--- config.mk ---
export PLATFORM = sky130hd
export DESIGN_NAME = ow_bus_master
export DESIGN_NICKNAME = d
export VERILOG_FILES = /design/src/rtl/ow_pkg.sv /design/src/rtl/ow_us_tick.sv /design/src/rtl/ow_line_sync.sv /design/src/rtl/ow_slot_seq.sv /design/src/rtl/ow_bus_master.sv
export SDC_FILE = /design/constraint.sdc
export NUM_CORES = 1
export LEC_CHECK = 0
export BUFFER_PORTS_ARGS = -buffer_cell sky130_fd_sc_hd__buf_2
export CORE_MARGIN = 2
export CORE_UTILIZATION = 40
export CTS_CLUSTER_DIAMETER = 150
export DETAILED_ROUTE_END_ITERATION = 10
export PLACE_DENSITY = 0.65
export SYNTH_ARGS = -nofsm -noshare
export SYNTH_HDL_FRONTEND = slang
export SYNTH_SLANG_ARGS = --single-unit
--- constraint.sdc ---
create_clock -name clk -period 2.81 [get_ports clk]
set_clock_uncertainty 0.2 [all_clocks]
set_input_delay 0.1405 -clock clk [delete_from_list [all_inputs] [get_ports clk]]
set_output_delay 0.1405 -clock clk [all_outputs]
set_load 0.01 [all_outputs]
--- src/rtl/ow_pkg.sv ---
package ow_pkg;

  typedef enum logic [1:0] {
    SEQ_IDLE  = 2'd0,
    SEQ_RESET = 2'd1,
    SEQ_WRITE = 2'd2,
    SEQ_READ  = 2'd3
  } seq_mode_t;

  localparam logic [7:0] CTRL_BUS_RESET = 8'h0A;
  localparam logic [7:0] CTRL_WRITE0    = 8'h00;
  localparam logic [7:0] CTRL_WRITE1    = 8'h01;
  localparam logic [7:0] CTRL_READ      = 8'h02;

  // Map a control word to the operation it starts (SEQ_IDLE = not legal)
  function automatic seq_mode_t ctrl_decode(input logic [7:0] code);
    seq_mode_t m;
    case (code)
      CTRL_BUS_RESET:           m = SEQ_RESET;
      CTRL_WRITE0, CTRL_WRITE1: m = SEQ_WRITE;
      CTRL_READ:                m = SEQ_READ;
      default:                  m = SEQ_IDLE;
    endcase
    return m;
  endfunction

endpackage

--- src/rtl/ow_us_tick.sv ---
module ow_us_tick #(
  parameter int CLK_PER_US = 50
) (
  input  logic clk,
  input  logic rst,
  input  logic restart,
  output logic tick
);
  localparam int DIV_W = (CLK_PER_US > 2) ? $clog2(CLK_PER_US) : 1;
  localparam logic [DIV_W-1:0] DIV_LAST = DIV_W'(CLK_PER_US - 1);

  logic [DIV_W-1:0] div_cnt;

  // Restart aligns microsecond boundaries to the accepting edge
  always_ff @(posedge clk) begin
    if (rst || restart) begin
      div_cnt <= '0;
    end else if (div_cnt == DIV_LAST) begin
      div_cnt <= '0;
    end else begin
      div_cnt <= div_cnt + 1'b1;
    end
  end

  assign tick = (div_cnt == DIV_LAST);


  div_range_chk: assert property (@(posedge clk) disable iff (rst)
    div_cnt <= DIV_LAST);

endmodule

--- src/rtl/ow_line_sync.sv ---
module ow_line_sync #(
  parameter int STAGES = 2
) (
  input  logic clk,
  input  logic rst,
  input  logic line_in,
  output logic line_s
);
  logic [STAGES-1:0] chain;

  generate
    if (STAGES == 1) begin : g_one
      always_ff @(posedge clk) begin
        if (rst) chain <= '1;
        else     chain <= line_in;
      end
    end else begin : g_many
      always_ff @(posedge clk) begin
        if (rst) chain <= '1;
        else     chain <= {chain[STAGES-2:0], line_in};
      end
    end
  endgenerate

  assign line_s = chain[STAGES-1];

endmodule

--- src/rtl/ow_slot_seq.sv ---
module ow_slot_seq
  import ow_pkg::*;
#(
  parameter int RST_LOW_US    = 480,
  parameter int RST_SAMPLE_US = 550,
  parameter int RST_TOTAL_US  = 960,
  parameter int SLOT_US       = 65,
  parameter int W1_LOW_US     = 6,
  parameter int W0_LOW_US     = 60,
  parameter int RD_LOW_US     = 6,
  parameter int RD_SAMPLE_US  = 15
) (
  input  logic      clk,
  input  logic      rst,
  input  logic      start,
  input  seq_mode_t start_mode,
  input  logic      start_bit,
  input  logic      tick,
  input  logic      line_s,
  output logic      oe,
  output logic      busy,
  output logic      result
);
  localparam int US_MAX = (RST_TOTAL_US > SLOT_US) ? RST_TOTAL_US : SLOT_US;
  localparam int US_W   = $clog2(US_MAX + 1);

  seq_mode_t        mode;
  logic             wbit;
  logic [US_W-1:0]  us_cnt;
  logic [US_W-1:0]  us_nx;
  logic [US_W-1:0]  low_end;
  logic [US_W-1:0]  samp_at;
  logic [US_W-1:0]  end_at;
  logic             samp_en;

  // Per-mode timing points, in microseconds from the start
  always_comb begin
    us_nx   = us_cnt + 1'b1;
    low_end = US_W'(RD_LOW_US);
    samp_at = US_W'(RD_SAMPLE_US);
    end_at  = US_W'(SLOT_US);
    samp_en = 1'b0;
    case (mode)
      SEQ_RESET: begin
        low_end = US_W'(RST_LOW_US);
        samp_at = US_W'(RST_SAMPLE_US);
        end_at  = US_W'(RST_TOTAL_US);
        samp_en = 1'b1;
      end
      SEQ_WRITE: begin
        low_end = wbit ? US_W'(W1_LOW_US) : US_W'(W0_LOW_US);
      end
      SEQ_READ: begin
        samp_en = 1'b1;
      end
      default: ;
    endcase
  end

  always_ff @(posedge clk) begin
    if (rst) begin
      mode   <= SEQ_IDLE;
      wbit   <= 1'b0;
      us_cnt <= '0;
      oe     <= 1'b0;
      busy   <= 1'b0;
      result <= 1'b1;
    end else if (start && !busy) begin
      mode   <= start_mode;
      wbit   <= start_bit;
      us_cnt <= '0;
      oe     <= 1'b1;
      busy   <= 1'b1;
    end else if (busy && tick) begin
      us_cnt <= us_nx;
      if (us_nx == low_end) oe <= 1'b0;
      if (samp_en && (us_nx == samp_at)) result <= line_s;
      if (us_nx == end_at) begin
        busy <= 1'b0;
        mode <= SEQ_IDLE;
      end
    end
  end


  idle_oe_chk: assert property (@(posedge clk) disable iff (rst)
    !busy |-> !oe);


  mode_hold_chk: assert property (@(posedge clk) disable iff (rst)
    (busy && $past(busy)) |-> $stable(mode));


  us_step_chk: assert property (@(posedge clk) disable iff (rst)
    (busy && $past(busy) && (us_cnt != $past(us_cnt))) |-> $past(tick));


  oe_fall_chk: assert property (@(posedge clk) disable iff (rst)
    ($fell(oe) && !$past(rst)) |-> $past(tick));


  rst_clear_chk: assert property (@(posedge clk) disable iff (rst)
    $past(rst) |-> (!oe && !busy && result));

endmodule

--- src/rtl/ow_bus_master.sv ---
module ow_bus_master
  import ow_pkg::*;
#(
  parameter int CLK_PER_US  = 50,
  parameter int ADDR_W      = 2,
  parameter int SYNC_STAGES = 2
) (
  input  logic              clk,
  input  logic              rst,
  input  logic              ren,
  input  logic              wen,
  input  logic [ADDR_W-1:0] adr,
  input  logic [7:0]        wdata,
  output logic [7:0]        rdata,
  output logic              line_oe,
  input  logic              line_in
);
  seq_mode_t req_mode;
  logic      ctrl_sel;
  logic      accept;
  logic      tick;
  logic      line_s;
  logic      busy;
  logic      result;

  assign ctrl_sel = (adr == '0);
  assign req_mode = ctrl_decode(wdata);
  assign accept   = wen && ctrl_sel && (req_mode != SEQ_IDLE) && !busy;

  ow_us_tick #(
    .CLK_PER_US(CLK_PER_US)
  ) i_tick (
    .clk    (clk),
    .rst    (rst),
    .restart(accept),
    .tick   (tick)
  );

  ow_line_sync #(
    .STAGES(SYNC_STAGES)
  ) i_sync (
    .clk    (clk),
    .rst    (rst),
    .line_in(line_in),
    .line_s (line_s)
  );

  ow_slot_seq i_seq (
    .clk       (clk),
    .rst       (rst),
    .start     (accept),
    .start_mode(req_mode),
    .start_bit (wdata[0]),
    .tick      (tick),
    .line_s    (line_s),
    .oe        (line_oe),
    .busy      (busy),
    .result    (result)
  );

  always_ff @(posedge clk) begin
    if (rst) begin
      rdata <= 8'h00;
    end else if (ren && ctrl_sel) begin
      rdata <= {6'b0, busy, result};
    end else begin
      rdata <= 8'h00;
    end
  end


  rdata_idle_chk: assert property (@(posedge clk) disable iff (rst)
    !$past(ren) |-> (rdata == 8'h00));


  foreign_adr_chk: assert property (@(posedge clk) disable iff (rst)
    (wen && !ctrl_sel && !busy) |=> !busy);


  illegal_code_chk: assert property (@(posedge clk) disable iff (rst)
    (wen && (req_mode == SEQ_IDLE) && !busy) |=> !busy);

endmodule

* Yosys cells after proc, flatten, opt, wreduce, memory -nomap -nowiden
Cells that the tools add are included.
Storage, ports and cells: register bits 32, latch bits 0, memory bits (writable) 0, bits in read-only memories 0, bits of input ports 15, output and inout bits 9, logic and storage cells 62, memories 0
Cells by class: add/sub/neg operators 2, multiply operators 0, divide/modulo/power cells 0, order comparisons 0, equality and inequality tests 10, shift operators 0, multiplexer cells 15, bitwise operators 2, reductions and logical operators 23
Operators by type and width (number):
- $eq A10 B10 Y1 | 3
- $mux W10 | 2
- $pmux W10 S2 | 1
- $add A10 B1 Y10 const B | 1
- $reduce_or A2 Y1 | 5
- $eq A8 B1 Y1 const B | 1
- $eq A8 B2 Y1 const B | 1
- $eq A8 B4 Y1 const B | 1
- $logic_not A8 Y1 | 1
- $reduce_bool A2 Y1 | 4
- $logic_and A1 B1 Y1 | 7
- $mux W1 | 7
- $add A6 B1 Y6 const B | 1
- $eq A6 B6 Y1 const B | 1
- $mux W2 | 3
- $mux W6 | 1
- $pmux W2 S3 | 1
- $eq A2 B2 Y1 const B | 2
- $reduce_and A2 Y1 | 2
- $reduce_and A3 Y1 | 1
- $eq A2 B1 Y1 const B | 1
- $logic_not A2 Y1 | 1
- $not A1 Y1 | 2
- $logic_not A1 Y1 | 1
- $logic_or A1 B1 Y1 | 1

* Logic depth before layout (Yosys ltp)
Gate-level depths: netlist of the first run.
depth in word-level cells 9, mapped depth 10, gate-level depth less buffers 8

* By module
Synthesis of the first run repeated with hierarchy kept, for this count alone.
Second synthesis, totals: cells, all modules 205, area total of the unflattened synthesis 1778.0 um2
Modules (own cells, without submodules):
- ow_slot_seq | instances 1, cells each 151, area an instance 1265.0 um2, seq. area each 320.3 um2
- ow_us_tick | instances 1, cells each 28, area an instance 285.3 um2, seq. area each 120.1 um2
- ow_bus_master | instances 1, cells each 22, area an instance 175.2 um2, seq. area each 40.0 um2
- ow_line_sync | instances 1, cells each 4, area an instance 52.6 um2, seq. area each 40.0 um2

* Least setup slack after synthesis of the first run
No wires, ideal clock.
path kind reg2reg, from register i_seq.us_cnt[1], to register i_seq.oe, library setup time 0.129 ns, arrival 1.766 ns, required time 2.481 ns, setup slack 0.715 ns, cell stages (with the launch flop) 9, path buffers 1, period minus slack after synthesis 2.095 ns, cell sequence dfxtp_1 ha_1 buf_2 nand2_1 nor2_1 xnor2_1 or4_1 a21oi_1 a31oi_1
Between the ends: longest elaborated chain between the ends 4
RTL lines:
- start: declaration | line ow_slot_seq.sv:29 | logic [US_W-1:0] us_cnt;
- start signal: assignment | line ow_slot_seq.sv:75 | us_cnt <= us_nx;
- $add A10 B1 Y10 | line ow_slot_seq.sv:38 | us_nx = us_cnt + 1'b1;
- $eq A10 B10 Y1 | line ow_slot_seq.sv:76 | if (us_nx == low_end) oe <= 1'b0;
- $reduce_bool A2 Y1 (no line)
- $reduce_and A2 Y1 (no line)
- end signal: assignment | line ow_slot_seq.sv:65 | oe <= 1'b0;
- end signal: assignment | line ow_slot_seq.sv:72 | oe <= 1'b1;
- end signal: assignment | line ow_slot_seq.sv:76
- end: declaration | line ow_slot_seq.sv:20 | output logic oe,
Every way passes these cells. A chain may end at the register's enable or synchronous reset.

* Worst setup path in the final report of the first run
from input port adr[1], to register i_seq.wbit
Between the ends: longest elaborated chain between the ends 5
RTL lines:
- start: declaration | line ow_bus_master.sv:12 | input logic [ADDR_W-1:0] adr,
- $logic_not A2 Y1 | line ow_bus_master.sv:26 | assign ctrl_sel = (adr == '0);
- $logic_and A1 B1 Y1 (3 in series) | line ow_bus_master.sv:28 | assign accept = wen && ctrl_sel && (req_mode != SEQ_IDLE) && !busy;
- $logic_and A1 B1 Y1 | line ow_slot_seq.sv:68 | end else if (start && !busy) begin
- end signal: assignment | line ow_slot_seq.sv:70 | wbit <= start_bit;
- end: declaration | line ow_slot_seq.sv:28 | logic wbit;
Every way passes these cells.

==> results of run 1 <==
## cells in the final DEF, fill, tap and decap left out, drive strengths merged, types with 8 or more instances in the layout
cell,synthesis,final
nor2,29,29
nand3,11,11
dfxtp,26,26
xor2,9,9
nand2,18,18
buf,16,21
nor3,10,10
o21ai,8,8
a21oi,10,10
xnor2,13,13
## registers in the layout, summed over array words and instances (netlist names)
name,count
i_seq.busy,1
i_seq.mode,2
i_seq.oe,1
i_seq.result,1
i_seq.us_cnt,10
i_seq.wbit,1
i_sync.chain,2
i_tick.div_cnt,6
rdata,2
## routing by layer
| metal | wire, um | up-vias |
|---|---|---|
| li1 | - | 771 |
| met1 | 1680 | 686 |
| met2 | 1790 | 22 |
| met3 | 133 | 6 |
| met4 | 55 | 0 |
| met5 | 0 | - |
## layout make-up
| cell class | count | share of cell area |
|---|---|---|
| Clock buffer | 3 | 0.0214 |
| Clock inverter | 1 | 0.0156 |
| Tap cell | 52 | 0.0337 |
| Sequential cell | 26 | 0.270 |
| Multi-Input combinational cell | 173 | 0.568 |
| Timing Repair Buffer | 26 | 0.0857 |
| Inverter | 3 | 0.00584 |
## power by group
| group | switching [mW] | internal (mW) | total [mW] |
|---|---|---|---|
| Clock | 0.128 | 0.191 | 0.319 |
| Combinational | 0.0229 | 0.0197 | 0.0425 |
| Sequential | 0.00498 | 0.374 | 0.379 |
## worst max-delay path: stages
cell           delay (ns)
dlygate4sd3_1        0.54
buf_2                0.14
nor4_2               0.28
nand2_1              0.12
or3_2                0.50
nor3_1               0.13
o21ai_0              0.09
a21oi_1              0.13
dlygate4sd3_1        0.58
## worst min path at each step
stage                                       to  slack, ns  startpoint
finish              i_sync.chain[1]$_SDFF_PP1_       0.03         rst
global route        i_sync.chain[1]$_SDFF_PP1_       0.04         rst
CTS                 i_sync.chain[1]$_SDFF_PP1_       0.02         rst
detailed placement  i_sync.chain[0]$_SDFF_PP1_       0.13     line_in
global placement    i_sync.chain[0]$_SDFF_PP1_       0.13     line_in
floorplan           i_sync.chain[0]$_SDFF_PP1_       0.04     line_in
## cell families (layout without fill, tap and decap cells)
family	count (synthesis)	count (layout)	share of synthesized area
mux	2	2	0.0112
xor+xnor	22	22	0.108
compound gates	32	32	0.113
fa+ha+maj	6	6	0.0421
buf+inv	24	33	0.107
flops	26	26	0.292
simple gates	105	105	0.324
other cells	1	6	0.00210
## per-stage QoR
step	hold slack, ns	instances	power (mW)	setup TNS, ns	setup WS (ns)
after CTS	0.0239	284	0.750	0	0.281
after floorplan	0.0443	223	0.417	0	0.715
after global placement	0.125	275	0.424	0	0.466
final	0.0292	284	0.740	0	0.173
after global routing	0.0383	284	0.768	-0.0208	-0.0208
after detailed placement	0.134	275	0.425	0	0.421
## repair_timing
action,in CTS,in global routing
hold endpoints to repair,4,0
resized for setup,0,1
hold buffers,5,0
endpoints found under the setup margin,0,1
==> reports/qor.yml, run 1 <==
hold_class: "in -> reg"
relSlewSlack: 0.640
clockBufferDepth: 2
routedWlPerCell_um: 12.9
pin_count: 24
crit_path_start: "adr[1]"
synthTopCellsByArea: "dfxtp_1, xnor2_1, nor2_1"
crit_path_end_kind: "flop"
arrival_ns: 2.66
syn_inst: 218
num_vias: 1485
antenna_cells: 0
grt_pass1_vias: 1244
grt_use_met2: 0.227
fillers: 454
drt_first_pass_iters: 4
synth.distinct_cells: 48
p_leak_nw: 0.776
synthArstFlopShare: 0
synth_edf_count: 0
synth_commonest_cells: "nor2_1, dfxtp_1, nand2_1"
placement.io_buffers: 17
tightest_slew_ns: 0.540
final-seq-area_um2: 520
grt_max_degree: 17
die_y_um: 70.7
drv_cap: 0
synth_seq_cells: 26
coreArea_um2: 4320
grt_pass1_wl_um: 5850
hpwl_um: 2560
grt_usage: 0.145
yosysSeqAreaShare: 0.292
cts.clk_slew.worst_paths_ns: 0.09
yosys.area.top_type_share: 0.292
use_met1: 0.198
totalWireLength_um: 3650
netlist_area_um2: 1780
nNetsFinal: 254
crit_required_ns: 2.83
finalHoldViolCount: 0
num_rows: 24
layout_min_cycle_time_ns: 2.64
grt_overflow_total: 0
cts_tree: "built"
final_cell_area_um2: 1930
reg2reg_slack_ns: 0.29
r2r_start: "i_seq.busy$_SDFFE_PP0P_"
path_class: "in -> reg"
endpoint: "i_seq.wbit$_SDFFE_PP0P_"
drive_gt1_frac: 0.159
cp-start-kind: "input pin"
die_x_um: 70.7
post_cts_buffers: 0
ys_warn_count: 0
period_share: 0.938
multi_input_area_um2: 1090
clk_latency_ns: 0.28
grtUsageMet3: 0.0342
slew_viol_final: 0
final_antenna_net_count: 0
cts.sinks: 26
setup_viol: 0
placed_area_um2: 1800
area_delta_synth_final_pct: 8.22
peakVddDrop_mv: 0.300
max_freq_mhz: 379
min_path_cells: 2
initial_utilization: 0.412
antenna_found_initial: 0
gp_congestion: 0.863
status: "finished clean"
dieArea_um2: 5000
drt_iter0_markers: 114
cts_root_buf: "clkbuf_8"
synth_most_common_cell: "nor2_1"
worstReg2RegEnd: "i_seq.wbit$_SDFFE_PP0P_"
synth_top_area_cell: "dfxtp_1"
htreeDepth: 1
r2r_cells: 7
path_max_fanout: 4
finish.utilization: 0.446
postSynthAreaPerCell_um2: 8.17
viasPerCell: 5.23
powerDensity_nw_per_um2: 384
top_usage_layer: "met2"
synth_flop_cell: "dfxtp_1"
drc_errors: 0
cts-buffers-inserted: 3
(Power assumes the default switching activity.)
==> run 2, diff against run 1 <==
--- a/config.mk
+++ b/config.mk
@@ -8,9 +8,9 @@
 export BUFFER_PORTS_ARGS = -buffer_cell sky130_fd_sc_hd__buf_2
 export CORE_MARGIN = 2
 export CORE_UTILIZATION = 40
-export CTS_CLUSTER_DIAMETER = 150
 export DETAILED_ROUTE_END_ITERATION = 10
 export PLACE_DENSITY = 0.65
+export SETUP_SLACK_MARGIN = 0.3
 export SYNTH_ARGS = -nofsm -noshare
 export SYNTH_HDL_FRONTEND = slang
 export SYNTH_SLANG_ARGS = --single-unit
==> run 2 against run 1 <==
Effect of this change:
- clock power is essentially flat
- first-iteration DRC count shrank 0.88%
- setup slack gained 0.25 ns
- routed wire length shrank 1.2%
- global-route usage shrank 0.12 points
- sequential share of layout area is essentially flat
- total power is essentially flat
- via count shrank 0.94%
- die area is the same
- count of clock-buffer cells in the layout is the same
- utilization grew 0.087 points
- final cell count is the same
==> reports/qor.yml, run 2 (synthesized netlist as in run 1, its figures left out) <==
status: "finished clean"
dieArea_um2: 5000  # unchanged
pin_count: 24  # unchanged
setup_viol: 0  # unchanged
drive_gt1_frac: 0.168  # +0.00862
viasPerCell: 5.18  # -0.94%
drc_errors: 0  # unchanged
p_leak_nw: 0.774  # -0.37%
htreeDepth: 1  # unchanged
period_share: 0.851  # -0.0878
cp-start-kind: "flop"
antenna_found_initial: 0  # unchanged
rsz0062_at_grt: "true"
cts_root_buf: "clkbuf_8"
initial_utilization: 0.412  # unchanged
p_total_mw: 0.740  # about the same
placement.io_buffers: 17  # unchanged
regMostFlops: "i_seq.us_cnt"
hpwl_um: 2560  # unchanged
crit_required_ns: 2.84  # about the same
post_cts_buffers: 0  # unchanged
crit_chain: "nor4_2 > nand2_1 > or3_2 > nor3_1 > o21ai_0 > a21oi_1 > dlygate4sd3_1"
crit_path_end_kind: "flop"
clk_latency_ns: 0.28  # about the same
tns_ns: 0  # unchanged
path_buf_inv: 1  # -2
grt_overflow_total: 0  # unchanged
relSlewSlack: 0.636  # -0.00401
path_class: "reg -> reg"
hold_class: "in -> reg"
coreArea_um2: 4320  # unchanged
whs_ns: 0.0314  # +0.00214 ns
drt_iter0_markers: 113  # -0.88%
largest_reg_flops: 10  # unchanged
drt_first_pass_iters: 4  # unchanged
crit_family: "simple AND/OR/NAND/NOR gates"
max_freq_mhz: 418  # +10%
finalHoldViolCount: 0  # unchanged
drv_cap: 0  # unchanged
max_stage_delay_ns: 0.57  # about the same
arrival_ns: 2.42  # -0.24 ns
cts_tree: "built"
powerDensity_nw_per_um2: 383  # -0.20%
num_rows: 24  # unchanged
layout_min_cycle_time_ns: 2.39  # -0.247 ns
gp_congestion: 0.863  # unchanged
final_common_cell: "nor2_1"
reg.largest.list: "i_seq.us_cnt x10, i_tick.div_cnt x6"
nNetsFinal: 254  # unchanged
mostFrequentLayoutCells: "nor2_1, dfxtp_1, nand2_1, buf_2, xnor2_1"
final_antenna_net_count: 0  # unchanged
slew_viol_final: 0  # unchanged
slowest_stage: "dlygate4sd3_1"
peakVddDrop_mv: 0.295  # -1.7%
cts.clk_slew.worst_paths_ns: 0.09  # about the same
die_x_um: 70.7  # unchanged
die_y_um: 70.7  # unchanged
num_vias: 1471  # -0.94%
routedWlPerCell_um: 12.7  # -1.2%
placed_area_um2: 1800  # unchanged
antenna_cells: 0  # unchanged
totalWireLength_um: 3610  # -1.2%
grt_pass1_vias: 1248  # +0.32%
cts.sinks: 26  # unchanged
grt_usage: 0.144  # -0.00118
clockBufferDepth: 2  # unchanged
path_max_fanout: 5  # +1
cts-buffers-inserted: 3  # unchanged
grt_pass1_wl_um: 5800  # -0.84%
grt_max_degree: 17  # unchanged
final_cell_area_um2: 1930  # +0.19%
tightest_slew_ns: 0.546  # +0.00602 ns
area_delta_synth_final_pct: 8.43
-- run 2: worst paths after layout --
| check | start | endpoint | slack (ns) | cells after the start |
|---|---|---|---|---|
| min reg2reg | i_seq.result$_SDFFE_PP1P_ | rdata[0]$_SDFF_PP0_ | 0.27 | 1 |
| max | i_seq.busy$_SDFFE_PP0P_ | i_seq.wbit$_SDFFE_PP0P_ | 0.42 | 7 |
| max reg2reg | i_seq.busy$_SDFFE_PP0P_ | i_seq.wbit$_SDFFE_PP0P_ | 0.42 | 7 |
| min | rst | i_sync.chain[1]$_SDFF_PP1_ | 0.03 | 2 |
-- run 2: through the flow --
| step | util | worst slack (ns) | std cells |
|---|---|---|---|
| after global placement | 0.416 | 0.466 | 275 |
| after global routing | 0.447 | 0.213 | 284 |
| after floorplan | - | 0.715 | 223 |
| final | 0.447 | 0.420 | 284 |
| after CTS | 0.444 | 0.381 | 284 |
| after detailed placement | 0.416 | 0.421 | 275 |
-- run 2: power breakdown --
part | leakage [nW] | internal, mW | switching, mW | total, mW
logic | 0.527 | 0.0198 | 0.0229 | 0.0427
clock network | 0.0357 | 0.191 | 0.127 | 0.318
registers | 0.211 | 0.374 | 0.00499 | 0.379
total | 0.774 | 0.584 | 0.155 | 0.740
-- run 2: area by class of cell --
cell class	instances	area (um2)
clock inverters	1	30.0
flip-flops and latches	26	522
multi-input cells	173	1100
fillers	455	2390
inverters	3	11.3
well taps	52	65.1
repair buffers	26	165
clock buffers	3	41.3
-- run 2: metal layers --
| layer | vias up | track usage | share of wire |
|---|---|---|---|
| met2 | 25 | 0.226 | 0.49 |
| met3 | 4 | 0.0342 | 0.039 |
| met1 | 673 | 0.195 | 0.46 |
| met5 | - | 0 | 0 |
| met4 | 0 | 0.0440 | 0.010 |
| li1 | 769 | - | - |
-- run 2: timing repair --
| action | 4_1_cts | 5_1_grt |
|---|---|---|
| hold buffers | 5 | 0 |
| gates resized for setup | 0 | 3 |
| endpoints found under the setup margin | 0 | 5 |
| hold endpoints to repair | 4 | 0 |
